## config.mk

```make
export PLATFORM = sky130hd
export DESIGN_NAME = hbus_regif
export DESIGN_NICKNAME = d
export VERILOG_FILES = /design/src/rtl/hbus_pkg.sv /design/src/rtl/hbus_sync.sv /design/src/rtl/hbus_fifo.sv /design/src/rtl/hbus_ind.sv /design/src/rtl/hbus_regif.sv
export SDC_FILE = /design/constraint.sdc
export NUM_CORES = 1
export LEC_CHECK = 0
export CORE_ASPECT_RATIO = 1.2
export CORE_MARGIN = 4
export CORE_UTILIZATION = 54
export DETAILED_ROUTE_END_ITERATION = 10
export MAX_ROUTING_LAYER = met4
export PLACE_DENSITY = 0.8
export SETUP_SLACK_MARGIN = 0.15
export SYNTH_ARGS = -nofsm -noshare
export SYNTH_HDL_FRONTEND = slang
export SYNTH_SLANG_ARGS = --single-unit
```

## constraint.sdc

```tcl
create_clock -name clk_i -period 3.42 [get_ports clk_i]
set_input_delay 0.342 -clock clk_i [delete_from_list [all_inputs] [get_ports clk_i]]
set_output_delay 0.342 -clock clk_i [all_outputs]
set_load 0.1 [all_outputs]
```

## src/rtl/hbus_pkg.sv

```systemverilog
package hbus_pkg;
  localparam int unsigned BW = 8;
  typedef logic [BW-1:0] byte_t;

  typedef enum logic [2:0] {
    A_CMD_IR = 3'd0,
    A_DATA   = 3'd1,
    A_STAT1  = 3'd2,
    A_ERR    = 3'd3,
    A_CH_D   = 3'd4,
    A_CH_BB  = 3'd5,
    A_CH_BC  = 3'd6,
    A_STAT2  = 3'd7
  } host_addr_e;

  localparam int unsigned IR_UNDER = 0;
  localparam int unsigned IR_OVER  = 1;
  localparam int unsigned IR_PROTO = 2;
  localparam int unsigned IR_EXT   = 3;

  // bytes in group g: quarter steps of the full group size
  function automatic int unsigned grp_len(int unsigned g, int unsigned gsz);
    return ((g % 4) + 1) * gsz / 4;
  endfunction
endpackage

```

## src/rtl/hbus_sync.sv

```systemverilog
module hbus_sync #(
  parameter int unsigned AW = 3,
  parameter int unsigned DW = 8
) (
  input  logic          clk_i,
  input  logic          rst_ni,
  input  logic          cs_ni,
  input  logic          rd_ni,
  input  logic          wr_ni,
  input  logic [AW-1:0] addr_i,
  input  logic [DW-1:0] data_i,
  output logic          rd_ev_o,
  output logic          wr_ev_o,
  output logic          bad_o,
  output logic [AW-1:0] ev_addr_o,
  output logic [DW-1:0] ev_data_o
);
  logic [1:0]         cs_q, rd_q, wr_q;
  logic [1:0][AW-1:0] a_q;
  logic [1:0][DW-1:0] d_q;
  logic cs_s, rd_s, wr_s, act, act_q, bad_now, bad_seen;
  logic lat_rd, lat_wr, lat_sel, ev;

  assign cs_s    = cs_q[1];
  assign rd_s    = rd_q[1];
  assign wr_s    = wr_q[1];
  assign act     = ~rd_s | ~wr_s;
  assign bad_now = ~cs_s & ~rd_s & ~wr_s;

  always_ff @(posedge clk_i or negedge rst_ni) begin
    if (!rst_ni) begin
      cs_q      <= '1;
      rd_q      <= '1;
      wr_q      <= '1;
      a_q       <= '0;
      d_q       <= '0;
      act_q     <= 1'b0;
      bad_seen  <= 1'b0;
      lat_rd    <= 1'b0;
      lat_wr    <= 1'b0;
      lat_sel   <= 1'b0;
      ev_addr_o <= '0;
      ev_data_o <= '0;
    end else begin
      cs_q     <= {cs_q[0], cs_ni};
      rd_q     <= {rd_q[0], rd_ni};
      wr_q     <= {wr_q[0], wr_ni};
      a_q      <= {a_q[0], addr_i};
      d_q      <= {d_q[0], data_i};
      act_q    <= act;
      bad_seen <= act & (bad_seen | bad_now);
      if (act) begin
        // accumulate over the whole strobe window
        lat_rd    <= ~rd_s | (act_q & lat_rd);
        lat_wr    <= ~wr_s | (act_q & lat_wr);
        lat_sel   <= ~cs_s | (act_q & lat_sel);
        ev_addr_o <= a_q[1];
        ev_data_o <= d_q[1];
      end
    end
  end

  assign ev      = act_q & ~act;
  assign rd_ev_o = ev & lat_sel & lat_rd & ~lat_wr;
  assign wr_ev_o = ev & lat_sel & lat_wr & ~lat_rd;
  assign bad_o   = bad_now & ~bad_seen;

  a_r9_bad_no_access: assert property (@(posedge clk_i) disable iff (!rst_ni)
    bad_o |=> !(rd_ev_o || wr_ev_o));
  a_r7_single_event: assert property (@(posedge clk_i) disable iff (!rst_ni)
    (rd_ev_o || wr_ev_o) |=> !(rd_ev_o || wr_ev_o));
endmodule

```

## src/rtl/hbus_fifo.sv

```systemverilog
module hbus_fifo #(
  parameter int unsigned DEPTH = 4,
  parameter int unsigned W     = 8
) (
  input  logic         clk_i,
  input  logic         rst_ni,
  input  logic         push_i,
  input  logic [W-1:0] wdata_i,
  input  logic         pop_i,
  output logic [W-1:0] rdata_o,
  output logic         empty_o,
  output logic         full_o
);
  localparam int unsigned PW = (DEPTH > 1) ? $clog2(DEPTH) : 1;
  localparam int unsigned CW = $clog2(DEPTH + 1);

  logic [W-1:0]  mem [DEPTH];
  logic [PW-1:0] wp, rp;
  logic [CW-1:0] cnt;
  logic          do_push, do_pop;

  assign empty_o = (cnt == '0);
  assign full_o  = (cnt == CW'(DEPTH));
  assign do_push = push_i & ~full_o;
  assign do_pop  = pop_i & ~empty_o;
  assign rdata_o = empty_o ? '0 : mem[rp];

  always_ff @(posedge clk_i or negedge rst_ni) begin
    if (!rst_ni) begin
      wp  <= '0;
      rp  <= '0;
      cnt <= '0;
    end else begin
      if (do_push) wp <= (wp == PW'(DEPTH - 1)) ? '0 : wp + 1'b1;
      if (do_pop)  rp <= (rp == PW'(DEPTH - 1)) ? '0 : rp + 1'b1;
      cnt <= cnt + CW'(do_push) - CW'(do_pop);
    end
  end

  always_ff @(posedge clk_i) begin
    if (do_push) mem[wp] <= wdata_i;
  end

  a_r8_no_overflow: assert property (@(posedge clk_i) disable iff (!rst_ni)
    (push_i && full_o && !pop_i) |=> cnt == $past(cnt));
  a_r7_one_pop: assert property (@(posedge clk_i) disable iff (!rst_ni)
    (pop_i && !empty_o && !push_i) |=> cnt == $past(cnt) - 1'b1);
  a_r8_empty_pop: assert property (@(posedge clk_i) disable iff (!rst_ni)
    (pop_i && empty_o && !push_i) |=> empty_o);
endmodule

```

## src/rtl/hbus_ind.sv

```systemverilog
module hbus_ind
  import hbus_pkg::*;
#(
  parameter int unsigned NUM_GRP = 8,   // power of two
  parameter int unsigned GRP_SZ  = 8    // power of two, multiple of 4
) (
  input  logic  clk_i,
  input  logic  rst_ni,
  input  logic  cmd_wr_i,
  input  logic  dat_wr_i,
  input  logic  dat_rd_i,
  input  byte_t wdata_i,
  output byte_t rdata_o,
  output logic [NUM_GRP*GRP_SZ-1:0][BW-1:0] bank_o
);
  localparam int unsigned GW = $clog2(NUM_GRP);
  localparam int unsigned OW = $clog2(GRP_SZ);
  localparam int unsigned LW = OW + 1;
  localparam int unsigned NB = NUM_GRP * GRP_SZ;

  logic [NB-1:0][BW-1:0] bank_q;
  logic                  act_q, cmd_ok, in_rng;
  logic [GW-1:0]         grp_q;
  logic [OW-1:0]         off_q, nxt_off;
  logic [LW-1:0]         len;
  logic [GW+OW-1:0]      idx;

  always_comb len = LW'(grp_len(int'(grp_q), GRP_SZ));
  assign idx     = {grp_q, off_q};
  assign in_rng  = act_q & ({1'b0, off_q} < len);
  assign cmd_ok  = (wdata_i >> (GW + OW)) == '0;
  assign nxt_off = (({1'b0, off_q} + 1'b1) >= len) ? '0 : off_q + 1'b1;
  assign rdata_o = in_rng ? bank_q[idx] : '0;
  assign bank_o  = bank_q;

  always_ff @(posedge clk_i or negedge rst_ni) begin
    if (!rst_ni) begin
      act_q  <= 1'b0;
      grp_q  <= '0;
      off_q  <= '0;
      bank_q <= '0;
    end else if (cmd_wr_i) begin
      act_q <= cmd_ok;
      grp_q <= wdata_i[GW+OW-1:OW];
      off_q <= wdata_i[OW-1:0];
    end else if ((dat_wr_i || dat_rd_i) && act_q) begin
      if (dat_wr_i && in_rng) bank_q[idx] <= wdata_i;
      off_q <= nxt_off;
    end
  end

  a_r3_write_lands: assert property (@(posedge clk_i) disable iff (!rst_ni)
    (dat_wr_i && !cmd_wr_i && in_rng) |=> bank_q[$past(idx)] == $past(wdata_i));
  a_r4_cancel: assert property (@(posedge clk_i) disable iff (!rst_ni)
    (cmd_wr_i && !cmd_ok) |=> rdata_o == '0);
  a_r3_wrap: assert property (@(posedge clk_i) disable iff (!rst_ni)
    (dat_rd_i && !cmd_wr_i && act_q && (({1'b0, off_q} + 1'b1) >= len)) |=> off_q == '0);
endmodule

```

## src/rtl/hbus_regif.sv

```systemverilog
module hbus_regif
  import hbus_pkg::*;
#(
  parameter int unsigned D_DEPTH   = 8,
  parameter int unsigned B_DEPTH   = 4,
  parameter int unsigned ERR_DEPTH = 2,
  parameter int unsigned NUM_GRP   = 8,
  parameter int unsigned GRP_SZ    = 8
) (
  input  logic                             clk_i,
  input  logic                             rst_ni,
  input  logic                             cs_ni,
  input  logic                             rd_ni,
  input  logic                             wr_ni,
  input  logic [2:0]                       addr_i,
  input  logic [7:0]                       data_i,
  output logic [7:0]                       data_o,
  output logic                             data_oe_o,
  output logic                             irq_o,
  input  logic [2:0]                       ctx_pop_i,
  output logic [2:0][7:0]                  ctx_data_o,
  output logic [2:0]                       ctx_empty_o,
  input  logic [2:0]                       crx_push_i,
  input  logic [2:0][7:0]                  crx_data_i,
  output logic [2:0]                       crx_full_o,
  input  logic                             err_push_i,
  input  logic [7:0]                       err_data_i,
  input  logic [7:0]                       stat1_i,
  input  logic [7:0]                       stat2_i,
  input  logic [4:0]                       irq_src_i,
  output logic [NUM_GRP*GRP_SZ-1:0][7:0]   bank_o
);
  localparam int unsigned NCH = 3;

  logic        rd_ev, wr_ev, bad;
  logic [2:0]  ev_addr;
  byte_t       ev_data, ind_rdata, err_head, ir_q, ir_d, ir_set;
  logic        err_empty, err_full, err_over, err_under;
  logic [NCH-1:0]        tx_full, tx_over, rx_empty, rx_over, rx_under;
  logic [NCH-1:0][BW-1:0] rx_head;

  hbus_sync #(.AW(3), .DW(BW)) u_sync (
    .clk_i, .rst_ni, .cs_ni, .rd_ni, .wr_ni, .addr_i, .data_i,
    .rd_ev_o(rd_ev), .wr_ev_o(wr_ev), .bad_o(bad),
    .ev_addr_o(ev_addr), .ev_data_o(ev_data)
  );

  hbus_ind #(.NUM_GRP(NUM_GRP), .GRP_SZ(GRP_SZ)) u_ind (
    .clk_i, .rst_ni,
    .cmd_wr_i(wr_ev && ev_addr == A_CMD_IR),
    .dat_wr_i(wr_ev && ev_addr == A_DATA),
    .dat_rd_i(rd_ev && ev_addr == A_DATA),
    .wdata_i(ev_data),
    .rdata_o(ind_rdata),
    .bank_o
  );

  for (genvar c = 0; c < NCH; c++) begin : g_ch
    localparam int unsigned DEP = (c == 0) ? D_DEPTH : B_DEPTH;
    localparam logic [2:0] CH_A = 3'(A_CH_D) + 3'(c);
    logic push_h, pop_h;
    assign push_h = wr_ev && ev_addr == CH_A;
    assign pop_h  = rd_ev && ev_addr == CH_A;

    hbus_fifo #(.DEPTH(DEP), .W(BW)) u_tx (
      .clk_i, .rst_ni, .push_i(push_h), .wdata_i(ev_data),
      .pop_i(ctx_pop_i[c]), .rdata_o(ctx_data_o[c]),
      .empty_o(ctx_empty_o[c]), .full_o(tx_full[c])
    );
    hbus_fifo #(.DEPTH(DEP), .W(BW)) u_rx (
      .clk_i, .rst_ni, .push_i(crx_push_i[c]), .wdata_i(crx_data_i[c]),
      .pop_i(pop_h), .rdata_o(rx_head[c]),
      .empty_o(rx_empty[c]), .full_o(crx_full_o[c])
    );
    assign tx_over[c]  = push_h & tx_full[c];
    assign rx_over[c]  = crx_push_i[c] & crx_full_o[c];
    assign rx_under[c] = pop_h & rx_empty[c];
  end

  hbus_fifo #(.DEPTH(ERR_DEPTH), .W(BW)) u_err (
    .clk_i, .rst_ni, .push_i(err_push_i), .wdata_i(err_data_i),
    .pop_i(rd_ev && ev_addr == A_ERR), .rdata_o(err_head),
    .empty_o(err_empty), .full_o(err_full)
  );
  assign err_over  = err_push_i & err_full;
  assign err_under = rd_ev & (ev_addr == A_ERR) & err_empty;

  always_comb begin
    ir_set           = '0;
    ir_set[IR_UNDER] = |rx_under | err_under;
    ir_set[IR_OVER]  = |tx_over | |rx_over | err_over;
    ir_set[IR_PROTO] = bad;
    ir_set[BW-1:IR_EXT] = irq_src_i;
    ir_d = ((rd_ev && ev_addr == A_CMD_IR) ? '0 : ir_q) | ir_set;
  end

  always_ff @(posedge clk_i or negedge rst_ni) begin
    if (!rst_ni) ir_q <= '0;
    else         ir_q <= ir_d;
  end

  assign irq_o     = |(ir_q & ~bank_o[0]);
  assign data_oe_o = ~cs_ni & ~rd_ni & wr_ni;

  always_comb begin
    unique case (addr_i)
      3'd0:    data_o = ir_q;
      3'd1:    data_o = ind_rdata;
      3'd2:    data_o = stat1_i;
      3'd3:    data_o = err_head;
      3'd4:    data_o = rx_head[0];
      3'd5:    data_o = rx_head[1];
      3'd6:    data_o = rx_head[2];
      default: data_o = stat2_i;
    endcase
  end

  a_r2_ir_clear: assert property (@(posedge clk_i) disable iff (!rst_ni)
    (rd_ev && ev_addr == A_CMD_IR && ir_set == '0) |=> ir_q == '0);
  a_r9_proto_flag: assert property (@(posedge clk_i) disable iff (!rst_ni)
    bad |=> ir_q[IR_PROTO]);
  a_r10_irq_source: assert property (@(posedge clk_i) disable iff (!rst_ni)
    irq_o |-> ir_q != '0);
  a_r2_sticky: assert property (@(posedge clk_i) disable iff (!rst_ni)
    (!(rd_ev && ev_addr == A_CMD_IR)) |=> (ir_q & $past(ir_q)) == $past(ir_q));
endmodule

```

==> results of run 1 <==
critical path, delay by kind of cell (launching register included):
kind                   cells  cell delay (ps)
DFF                        1              540
buffers and inverters      6             1010
AOI/OAI and AO/OA          5              890
muxes                      1              200
sequential cells by signal, indices dropped and copies added, names as in the netlist, 8 cells and up:
signal            flops
g_ch.u_rx.cnt        10
g_ch.u_rx.mem       128
g_ch.u_tx.cnt        10
g_ch.u_tx.mem       128
ir_q                  8
u_err.mem            16
u_ind.bank_o        512
u_sync.d_q           16
u_sync.ev_data_o      8
logic make-up (layout without fill, tap and decap cells):
family                     count (synthesis)  count (layout)  share of synthesized area [%]
adders and majority gates                 62              62                          2.095
AOI/OAI and AO/OA                        376             376                          7.250
other                                      0               5                              0
DFF                                      895             895                          60.67
xor gates and xnor gates                  17              17                         0.3801
and+or+nand+nor                          296             297                          3.922
muxes                                    761             761                          23.20
buffers and inverters                    250            1026                          2.488
cell usage after synthesis, types with 8 or more instances:
cell type | number | area (um^2)
mux2_2 | 501 | 5642
nor2_2 | 32 | 200.2
o221ai_1 | 8 | 70.07
ha_1 | 56 | 700.7
a221o_1 | 97 | 970.9
dfrtp_1 | 617 | 15440
a21o_1 | 11 | 82.58
nor2b_1 | 30 | 187.7
inv_1 | 66 | 247.7
nor3_1 | 22 | 110.1
mux2i_1 | 162 | 1622
buf_2 | 11 | 55.05
mux2_1 | 34 | 382.9
nand2_1 | 77 | 289.0
edfxtp_1 | 272 | 8168
nand2b_1 | 13 | 81.33
xnor2_1 | 12 | 105.1
o41ai_1 | 8 | 70.07
o21a_1 | 14 | 105.1
nand3_1 | 8 | 40.04
a221oi_1 | 32 | 280.3
nor2_1 | 55 | 206.5
and2_1 | 19 | 118.9
a2111oi_0 | 8 | 70.07
o22ai_1 | 84 | 525.5
buf_1 | 27 | 101.4
a21oi_1 | 62 | 310.3
o22a_1 | 16 | 140.1
o21ai_0 | 24 | 120.1
mux4_2 | 64 | 1441
clkbuf_1 | 138 | 518.0
worst max-delay path by stage:
stage	end	cells after the start	start
4_1_cts	data_o[3]	11	u_ind.off_q[1]$_DFFE_PN0P_
3_5_place_dp	data_o[6]	9	u_ind.off_q[1]$_DFFE_PN0P_
2_1_floorplan	data_o[5]	7	g_ch[0].u_rx.rp[0]$_DFFE_PN0P_
6_report	data_o[3]	12	u_ind.off_q[2]$_DFFE_PN0P_
3_3_place_gp	data_o[6]	10	u_ind.off_q[2]$_DFFE_PN0P_
5_1_grt	data_o[2]	12	u_ind.off_q[2]$_DFFE_PN0P_
area by class of cell:
| cell class | count | area (um^2) | area share (%) |
|---|---|---|---|
| inverter | 68 | 255.2 | 0.4924 |
| clock buffer | 121 | 2580 | 4.977 |
| sequential | 895 | 23790 | 45.89 |
| timing repair buffer | 798 | 8198 | 15.81 |
| antenna | 5 | 12.51 | 0.02414 |
| tap | 926 | 1159 | 2.235 |
| multi-input combinational | 1513 | 15410 | 29.74 |
| clock inverter | 39 | 429.2 | 0.8279 |
repair_timing:
action,4_1_cts,5_1_grt
cloned,8,7
resized for setup,107,79
setup buffers,27,18
hold buffers,1,0
endpoints found under the setup margin,203,64
pin swaps,26,27
hold endpoints to repair,86,0
routing by layer:
layer / routed length, um / up-vias / GRT usage, %
met3: 12350 / 419 / 8.342
met2: 67270 / 1674 / 57.32
met4: 9351 / 0 / 18.53
li1: - / 11460 / -
met1: 51850 / 14810 / 45.15
met5: 0 / - / -
metrics by stage:
step | hold slack (ps) | worst slack (ps)
final | 143.8 | -227.7
after global routing | 130.9 | -269.6
after CTS | 116.8 | -228.5
after detailed placement | 336.3 | -182.0
after global placement | 332.5 | -223.4
after floorplan | 46.41 | 310.3
cells in the final DEF (no fill, tap or decap), drive strengths merged, types with 84 or more instances in the layout:
cell type | synthesis | layout
clkdlybuf4s50 | 0 | 541
clkbuf | 138 | 127
buf | 44 | 248
mux2 | 535 | 535
mux2i | 162 | 162
dfrtp | 617 | 617
nor2 | 91 | 91
edfxtp | 272 | 272
o22ai | 84 | 84
a221o | 97 | 97
power by group:
part           internal, mW  switching, mW
clock                  5.90           4.20
combinational          2.02           4.01
sequential             11.7          0.628
==> impl_metrics.env, run 1 <==
export IMPL_clock_fmax_ghz=0.2741
export IMPL_avgSynthCellArea_um2=14.74
export IMPL_crit_arrival_ps=3310
export IMPL_synth_warnings=0
export IMPL_area_growth_syn_to_layout_pct=32.32
export IMPL_root_buffer="clkbuf_16"
export IMPL_first_pass_iters=7
export IMPL_dieArea_um2=76930
export IMPL_ir_drop_uv=497.1
export IMPL_dp_hpwl_um=97050
export IMPL_syn_nets=2795
export IMPL_place_inst=4139
export IMPL_antenna_left=0
export IMPL_clock_sinks=895
export IMPL_final_setup_viol_count=8
export IMPL_status="finished with violations"
export IMPL_path_class="register to primary output"
export IMPL_cts_inserted_buffers=89
export IMPL_reg2reg_slack_ps=120
export IMPL_post_route_drc_count=0
export IMPL_synth_cells=2657
export IMPL_r2r_end="u_ind.bank_o[482]$_DFFE_PN0P_"
export IMPL_die_height_um=303.0
export IMPL_violations="setup timing"
export IMPL_ys_types=58
export IMPL_htreeDepth=3
export IMPL_crit_path_frequent_cell="buf_12"
export IMPL_drive_above_1_share_pct=33.98
export IMPL_fillers=4654
export IMPL_worstPathRequired_ps=3080
export IMPL_async_reset_ff_share_pct=69.61
export IMPL_gp_congestion=0.9414
export IMPL_finalHoldViolCount=0
export IMPL_maxCapViolCount=0
export IMPL_grt_max_degree=103
export IMPL_grt_pass1_vias=29040
export IMPL_yosys_register_bits=895
export IMPL_endpoint_kind="primary output"
export IMPL_grt_pass1_wl_um=200700
export IMPL_grt_setup_unrepaired="yes"
export IMPL_place_area_um2=47040
export IMPL_post_route_min_period_ps=3648
export IMPL_numPortBuffers=627
export IMPL_core_area_um2=71490
export IMPL_max_stage_delay_ps=540
export IMPL_gr_usage_all_layers_pct=36.60
export IMPL_min_path_type="input port to register"
export IMPL_synthFlopType="dfrtp_1"
export IMPL_insertion_delay_ps=650
export IMPL_wl_per_cell_um=32.26
export IMPL_holdPathEnd="u_sync.d_q[7]$_DFF_PN0_"
export IMPL_power_mw=28.43
export IMPL_fin_cells=4365
export IMPL_critPathMaxFanout=6
export IMPL_start_util_pct=54.80
export IMPL_relSlewSlack_pct=21.55
export IMPL_drt_iter0_drc=2550
export IMPL_timing_rr_start="u_ind.grp_q[0]$_DFFE_PN0P_"
export IMPL_antenna_found_initial=4
export IMPL_worstPathCellList="buf_12 -> buf_16 -> buf_4 -> buf_12 -> mux2i_4 -> o22ai_4 -> a21oi_4 -> o22ai_2 -> o41ai_4 -> buf_4 -> a21oi_4 -> buf_12"
export IMPL_fin_setup_tns_ps=-1524
export IMPL_power_density_nw_per_um2=548.4
export IMPL_min_period_over_period_pct=106.7
export IMPL_die_w_um=253.9
export IMPL_routed_via_density=6.498
export IMPL_whs_path_depth=1
export IMPL_synth_edf_count=272
export IMPL_final_cell_area_um2=51840
export IMPL_yosysSeqAreaShare_pct=60.67
export IMPL_slowest_stage="dfrtp_4"
export IMPL_fin_nets=3503
export IMPL_finalWorstSetupSlack_ps=-227.7
export IMPL_via_count=28360
export IMPL_io_pins=628
export IMPL_cts_tree="yes"
export IMPL_r2r_cells=11
export IMPL_synth_cell_area_um2=39170
export IMPL_rows=107
export IMPL_min_from="data_i[7]"
export IMPL_startpoint_type="register"
export IMPL_grt_overflow_total=0
export IMPL_maxSlewViolCount=0
export IMPL_fin_worst_skew_ps=24.80
export IMPL_cts_buffer_depth=3
export IMPL_cts_reportedPaths_clkPinSlew_ps=60
export IMPL_utilization_pct=72.51
export IMPL_leakage_nw=21.89
export IMPL_drt_wl_total_um=140800
export IMPL_tightest_slew_ps=1177
Power figures use the tool's default switching activity.
==> inputs of run 2 (changes only) <==
--- a/config.mk
+++ b/config.mk
@@ -7,10 +7,10 @@
 export LEC_CHECK = 0
 export CORE_ASPECT_RATIO = 1.2
 export CORE_MARGIN = 4
-export CORE_UTILIZATION = 54
+export CORE_UTILIZATION = 49
 export DETAILED_ROUTE_END_ITERATION = 10
 export MAX_ROUTING_LAYER = met4
-export PLACE_DENSITY = 0.8
+export PLACE_DENSITY = 0.77
 export SETUP_SLACK_MARGIN = 0.15
 export SYNTH_ARGS = -nofsm -noshare
 export SYNTH_HDL_FRONTEND = slang
==> constraint.sdc (replaced) <==
create_clock -name clk_i -period 3.2 [get_ports clk_i]
set_input_delay 0.32 -clock clk_i [delete_from_list [all_inputs] [get_ports clk_i]]
set_output_delay 0.32 -clock clk_i [all_outputs]
set_load 0.1 [all_outputs]
==> run 2 against run 1 <==
  * The run still ends with setup timing left
  * Combinational power is 6.8% higher
  * Critical path depth stayed put
  * Global-route usage is 2.9 points lower
  * Total power is 7.5% higher
  * Core utilization is 6.1 points lower
  * Worst hold slack worse by 44 ps
  * Highest routed layer unchanged
==> impl_metrics.env, run 2 (synthesis gave the netlist of run 1 again) <==
export IMPL_status="finished with violations"
export IMPL_violations="setup timing"
export IMPL_layout_commonest_cell="dfrtp_1"
export IMPL_numPortBuffers=627
export IMPL_relSlewSlack_pct=17.15
export IMPL_post_route_min_period_ps=3726
export IMPL_htreeDepth=3
export IMPL_leakage_nw=22.67
export IMPL_final_cell_area_um2=52610
export IMPL_min_period_over_period_pct=116.4
export IMPL_maxSlewViolCount=0
export IMPL_n_antenna_cell=0
export IMPL_grt_setup_unrepaired="yes"
export IMPL_gr_usage_all_layers_pct=33.71
export IMPL_drive_above_1_share_pct=40.05
export IMPL_place_area_um2=47600
export IMPL_routed_via_density=6.199
export IMPL_finalWorstSetupSlack_ps=-526.3
export IMPL_post_route_drc_count=0
export IMPL_min_path_type="input port to register"
export IMPL_drt_iter0_drc=2738
export IMPL_via_count=28190
export IMPL_cts_reportedPaths_clkPinSlew_ps=60
export IMPL_endpoint_kind="primary output"
export IMPL_gp_congestion=0.9327
export IMPL_grt_overflow_total=0
export IMPL_layout_common_cells="dfrtp_1 (605), mux2_2 (500), clkdlybuf4s50_1 (405)"
export IMPL_root_buffer="clkbuf_16"
export IMPL_tightest_slew_ps=1243
export IMPL_dieArea_um2=84550
export IMPL_ir_drop_uv=536.1
export IMPL_rows=113
export IMPL_place_inst=4327
export IMPL_insertion_delay_ps=670
export IMPL_startpoint_type="register"
export IMPL_io_pins=628
export IMPL_antenna_found_initial=1
export IMPL_grt_pass1_vias=29580
export IMPL_utilization_pct=66.44
export IMPL_clock_sinks=895
export IMPL_fin_worst_skew_ps=20.12
export IMPL_clock_fmax_ghz=0.2684
export IMPL_largest_register_ffs=512
export IMPL_path_class="register to primary output"
export IMPL_dp_hpwl_um=100600
export IMPL_fin_cells=4548
export IMPL_antenna_left=0
export IMPL_final_setup_viol_count=8
export IMPL_place_ws_ps=-421.7
export IMPL_worstPathRequired_ps=2880
export IMPL_power_mw=30.56
export IMPL_seq_area_um2=23800
export IMPL_core_area_um2=79180
export IMPL_cts_tree="yes"
export IMPL_cts_buffer_depth=3
export IMPL_die_w_um=266.1
export IMPL_grt_pass1_wl_um=205700
export IMPL_area_growth_syn_to_layout_pct=34.29
export IMPL_power_density_nw_per_um2=580.9
export IMPL_hold_slack_ps=99.36
export IMPL_die_height_um=317.7
export IMPL_cts_inserted_buffers=90
export IMPL_finalHoldViolCount=0
export IMPL_wl_per_cell_um=31.10
export IMPL_crit_arrival_ps=3410
export IMPL_maxCapViolCount=0
export IMPL_fin_setup_tns_ps=-3615
export IMPL_first_pass_iters=8
export IMPL_start_util_pct=49.48
export IMPL_grt_max_degree=87
export IMPL_fillers=5498
export IMPL_drt_wl_total_um=141400
export IMPL_multi_input_area_um2=15690
export IMPL_fin_nets=3576
export IMPL_critPathMaxFanout=7
run 2: path summary, 6_finish.rpt:
check	startpoint	endpoint	slack, ps	cells past startpoint
worst max-delay path	u_ind.off_q[2]$_DFFE_PN0P_	data_o[3]	-530	12
worst min-delay path	data_i[5]	u_sync.d_q[5]$_DFF_PN0_	100	1
worst max register to register	u_ind.grp_q[0]$_DFFE_PN0P_	u_ind.bank_o[136]$_DFFE_PN0P_	210	10
worst min register to register	u_sync.d_q[7]$_DFF_PN0_	u_sync.d_q[15]$_DFF_PN0_	350	0
max in group asynchronous	rst_ni	g_ch[2].u_tx.wp[0]$_DFFE_PN0P_	1760	4
min in group asynchronous	rst_ni	u_ind.bank_o[390]$_DFFE_PN0P_	230	2
run 2: where the power goes:
group          internal, mW  total [mW]  switching, mW
Combinational          2.23        6.44           4.20
Sequential             12.5        13.3          0.779
Clock                  6.29        10.9           4.57
Total                  21.0        30.6           9.55
run 2: layout make-up:
type / instances / area share, %
clock buffers: 128 / 4.902
multi-input cells: 1512 / 29.83
clock inverters: 39 / 0.8538
well taps: 1035 / 2.462
repair buffers: 871 / 16.21
inverters: 68 / 0.4947
flip-flops and latches: 895 / 45.25
run 2: worst max-delay path: stages, from the launching register on:
cell and delay, ps:
dfrtp_4 560, buf_12 190, buf_6 130, buf_12 130
mux2i_1 150, o22a_1 250, o21a_1 140, o22ai_1 120
buf_4 190, o41ai_4 360, buf_4 220, a21oi_4 80
buf_12 210
run 2: per-layer routing:
metal / track usage (%) / vias to the layer above / share of wire, %
met1: 41.61 / 14720 / 38
met3: 7.431 / 360 / 8.1
met5: - / - / 0
met2: 53.43 / 1474 / 48
li1: - / 11640 / -
met4: 15.55 / 0 / 5.4
run 2: timing repair:
| item | in CTS | in global routing |
|---|---|---|
| setup endpoints to repair | 350 | 316 |
| gates cloned | 6 | 2 |
| buffers inserted | 26 | 19 |
| pin swaps | 48 | 32 |
| hold buffers | 1 | 0 |
| hold endpoints to repair | 60 | 0 |
| resized for setup | 178 | 88 |
==> inputs of run 3 (changes only) <==
--- a/config.mk
+++ b/config.mk
@@ -7,10 +7,10 @@
 export LEC_CHECK = 0
 export CORE_ASPECT_RATIO = 1.2
 export CORE_MARGIN = 4
-export CORE_UTILIZATION = 49
+export CORE_UTILIZATION = 54
 export DETAILED_ROUTE_END_ITERATION = 10
 export MAX_ROUTING_LAYER = met4
-export PLACE_DENSITY = 0.77
+export PLACE_DENSITY = 0.8
 export SETUP_SLACK_MARGIN = 0.15
 export SYNTH_ARGS = -nofsm -noshare
 export SYNTH_HDL_FRONTEND = slang
==> constraint.sdc (replaced) <==
create_clock -name clk_i -period 4.2 [get_ports clk_i]
set_input_delay 0.42 -clock clk_i [delete_from_list [all_inputs] [get_ports clk_i]]
set_output_delay 0.42 -clock clk_i [all_outputs]
set_load 0.1 [all_outputs]
==> run 3 against run 2 <==
  * The flow now finishes without violations
  * Cell count is 6.0% lower
  * Register-to-register slack improved by 390 ps
  * First-iteration DRC count decreased by 5.9%
  * Design area decreased by 4.6%
  * Critical path depth decreased by 3
  * Clock-buffer cell count fell by 4
  * Sequential power is 24% lower
  * Core utilization increased by 3.8 points
  * Combinational power shrank 29%
  * Sequential cell count is the same
  * Worst hold slack gained 130 ps
  * Clock skew increased by 2.1 ps
  * Largest power group unchanged
==> impl_metrics.env, run 3 (synthesis gave the netlist of run 1 again) <==
export IMPL_status="completed"
export IMPL_r2r_end="u_ind.bank_o[99]$_DFFE_PN0P_"
export IMPL_reg2reg_slack_ps=600
export IMPL_drt_iter0_drc=2576
export IMPL_post_route_drc_count=0
export IMPL_htreeDepth=3
export IMPL_area_growth_syn_to_layout_pct=28.15
export IMPL_numPortBuffers=627
export IMPL_fin_nets=3406
export IMPL_core_area_um2=71490
export IMPL_routed_via_density=6.460
export IMPL_largest_register_ffs=512
export IMPL_insertion_delay_ps=650
export IMPL_timing_rr_start="u_ind.grp_q[0]$_DFFE_PN0P_"
export IMPL_finalWorstSetupSlack_ps=123.6
export IMPL_root_buffer="clkbuf_16"
export IMPL_power_density_nw_per_um2=461.8
export IMPL_worstPathRequired_ps=3780
export IMPL_grt_max_degree=91
export IMPL_crit_arrival_ps=3660
export IMPL_post_route_min_period_ps=4076
export IMPL_r2r_cells=9
export IMPL_min_period_over_period_pct=97.06
export IMPL_place_area_um2=46590
export IMPL_worst_path_buf_inv=3
export IMPL_final_setup_viol_count=0
export IMPL_grt_pass1_wl_um=195600
export IMPL_die_w_um=253.9
export IMPL_die_height_um=303.0
export IMPL_fin_setup_tns_ps=0
export IMPL_grt_overflow_total=0
export IMPL_layout_common_cells="clkdlybuf4s50_1 (606), dfrtp_1 (605), mux2_2 (501)"
export IMPL_dp_hpwl_um=94990
export IMPL_grt_setup_unrepaired="no"
export IMPL_fin_cells=4273
export IMPL_drive_above_1_share_pct=27.11
export IMPL_cp_top_family="compound AO/OA/AOI/OAI gates"
export IMPL_startpoint_type="register"
export IMPL_layout_commonest_cell="clkdlybuf4s50_1"
export IMPL_place_ws_ps=251.7
export IMPL_utilization_pct=70.22
export IMPL_antenna_found_initial=5
export IMPL_finalHoldViolCount=0
export IMPL_cts_inserted_buffers=90
export IMPL_dieArea_um2=76930
export IMPL_wl_per_cell_um=31.81
export IMPL_slowest_stage="dfrtp_4"
export IMPL_ir_drop_uv=386.4
export IMPL_holdPathEnd="u_sync.d_q[7]$_DFF_PN0_"
export IMPL_fin_worst_skew_ps=22.23
export IMPL_clock_fmax_ghz=0.2453
export IMPL_path_class="register to primary output"
export IMPL_worstPathCellList="buf_12 -> nor2b_2 -> a221o_1 -> a21oi_1 -> o22ai_1 -> o41ai_2 -> buf_4 -> a21oi_1 -> buf_12"
export IMPL_maxSlewViolCount=0
export IMPL_grt_pass1_vias=28370
export IMPL_drt_wl_total_um=135900
export IMPL_cts_reportedPaths_clkPinSlew_ps=60
export IMPL_io_pins=628
export IMPL_whs_path_depth=1
export IMPL_place_inst=4083
export IMPL_maxCapViolCount=0
export IMPL_rows=107
export IMPL_gr_usage_all_layers_pct=35.63
export IMPL_tightest_slew_ps=1244
export IMPL_cts_tree="yes"
export IMPL_first_pass_iters=6
export IMPL_start_util_pct=54.80
export IMPL_critPathMaxFanout=12
export IMPL_endpoint_kind="primary output"
export IMPL_leakage_nw=21.01
export IMPL_final_cell_area_um2=50200
export IMPL_gp_congestion=0.9792
export IMPL_antenna_left=0
export IMPL_min_path_type="input port to register"
export IMPL_relSlewSlack_pct=17.10
export IMPL_via_count=27600
export IMPL_clock_sinks=895
export IMPL_max_stage_delay_ps=550
export IMPL_min_from="data_i[7]"
export IMPL_cts_buffer_depth=3
## run 3: changes by cell type in the layout (fill, tap and decap cells not counted), moves of 18 or more
cell	change
nand2_1	+30
clkdlybuf4s50_1	+201
buf_12	-28
a21oi_1	+40
mux2i_1	+18
o22ai_2	-19
o22ai_1	+26
nand2_2	-27
a21oi_2	-28
buf_6	-22
buf_4	-316
## run 3: final cells by class
| cell class | count | area [um^2] |
|---|---|---|
| Antenna cell | 5 | 12.51 |
| Multi-Input combinational cell | 1515 | 14680 |
| Inverter | 68 | 255.2 |
| Tap cell | 926 | 1159 |
| Sequential cell | 895 | 23800 |
| Timing Repair Buffer | 698 | 7177 |
| Clock inverter | 42 | 543.0 |
| Fill cell | 4771 | 21290 |
| Clock buffer | 124 | 2572 |
## run 3: per-layer routing
layer | up-vias | share of wire, % | global-route usage, %
met1 | 14330 | 36 | 43.74
met4 | 0 | 6.3 | 17.70
met2 | 1579 | 49 | 56.69
met5 | - | 0 | -
met3 | 424 | 8.7 | 7.476
li1 | 11270 | - | -
## run 3: worst max-delay path by stage
stage	slack, ps	endpoint	start	cells after the start
2_1_floorplan	210	data_o[0]	u_ind.grp_q[1]$_DFFE_PN0P_	8
3_3_place_gp	330	data_o[5]	u_ind.off_q[2]$_DFFE_PN0P_	10
3_5_place_dp	250	data_o[5]	u_ind.off_q[2]$_DFFE_PN0P_	10
4_1_cts	130	data_o[2]	u_ind.off_q[0]$_DFFE_PN0P_	9
5_1_grt	110	data_o[3]	u_ind.off_q[2]$_DFFE_PN0P_	9
6_report	120	data_o[1]	u_ind.off_q[0]$_DFFE_PN0P_	9
## run 3: where the power goes
part / switching [mW] / internal (mW) / leakage [nW] / total [mW]
Clock: 3.45 / 4.99 / 1.54 / 8.44
Sequential: 0.633 / 9.51 / 10.9 / 10.1
Combinational: 3.06 / 1.54 / 8.54 / 4.59
## run 3: worst register-to-register path, cell delays in order, from the launching register on
cell,delay [ps]
dfrtp_1,490
ha_1,330
inv_1,60
ha_1,280
o21ai_0,90
a21oi_1,150
nor4_2,400
nand2_1,600
nor2_2,670
mux2_2,420
## run 3: stage by stage
step                      power (mW)  hold slack (ps)
after detailed placement       14.79            336.2
after global routing           23.92            213.8
after CTS                      23.22            194.0
after floorplan                13.34            124.4
final                          23.18            226.4
after global placement         14.58            332.2
## run 3: repair_timing
item / 4_1_cts / 5_1_grt
hold buffers: 1 / 0
hold endpoints to repair: 83 / 0
cloned: 5 / 1
endpoints found under the setup margin: 8 / 6
pin swaps: 3 / 3
resized for setup: 37 / 8
buffers inserted: 0 / 12
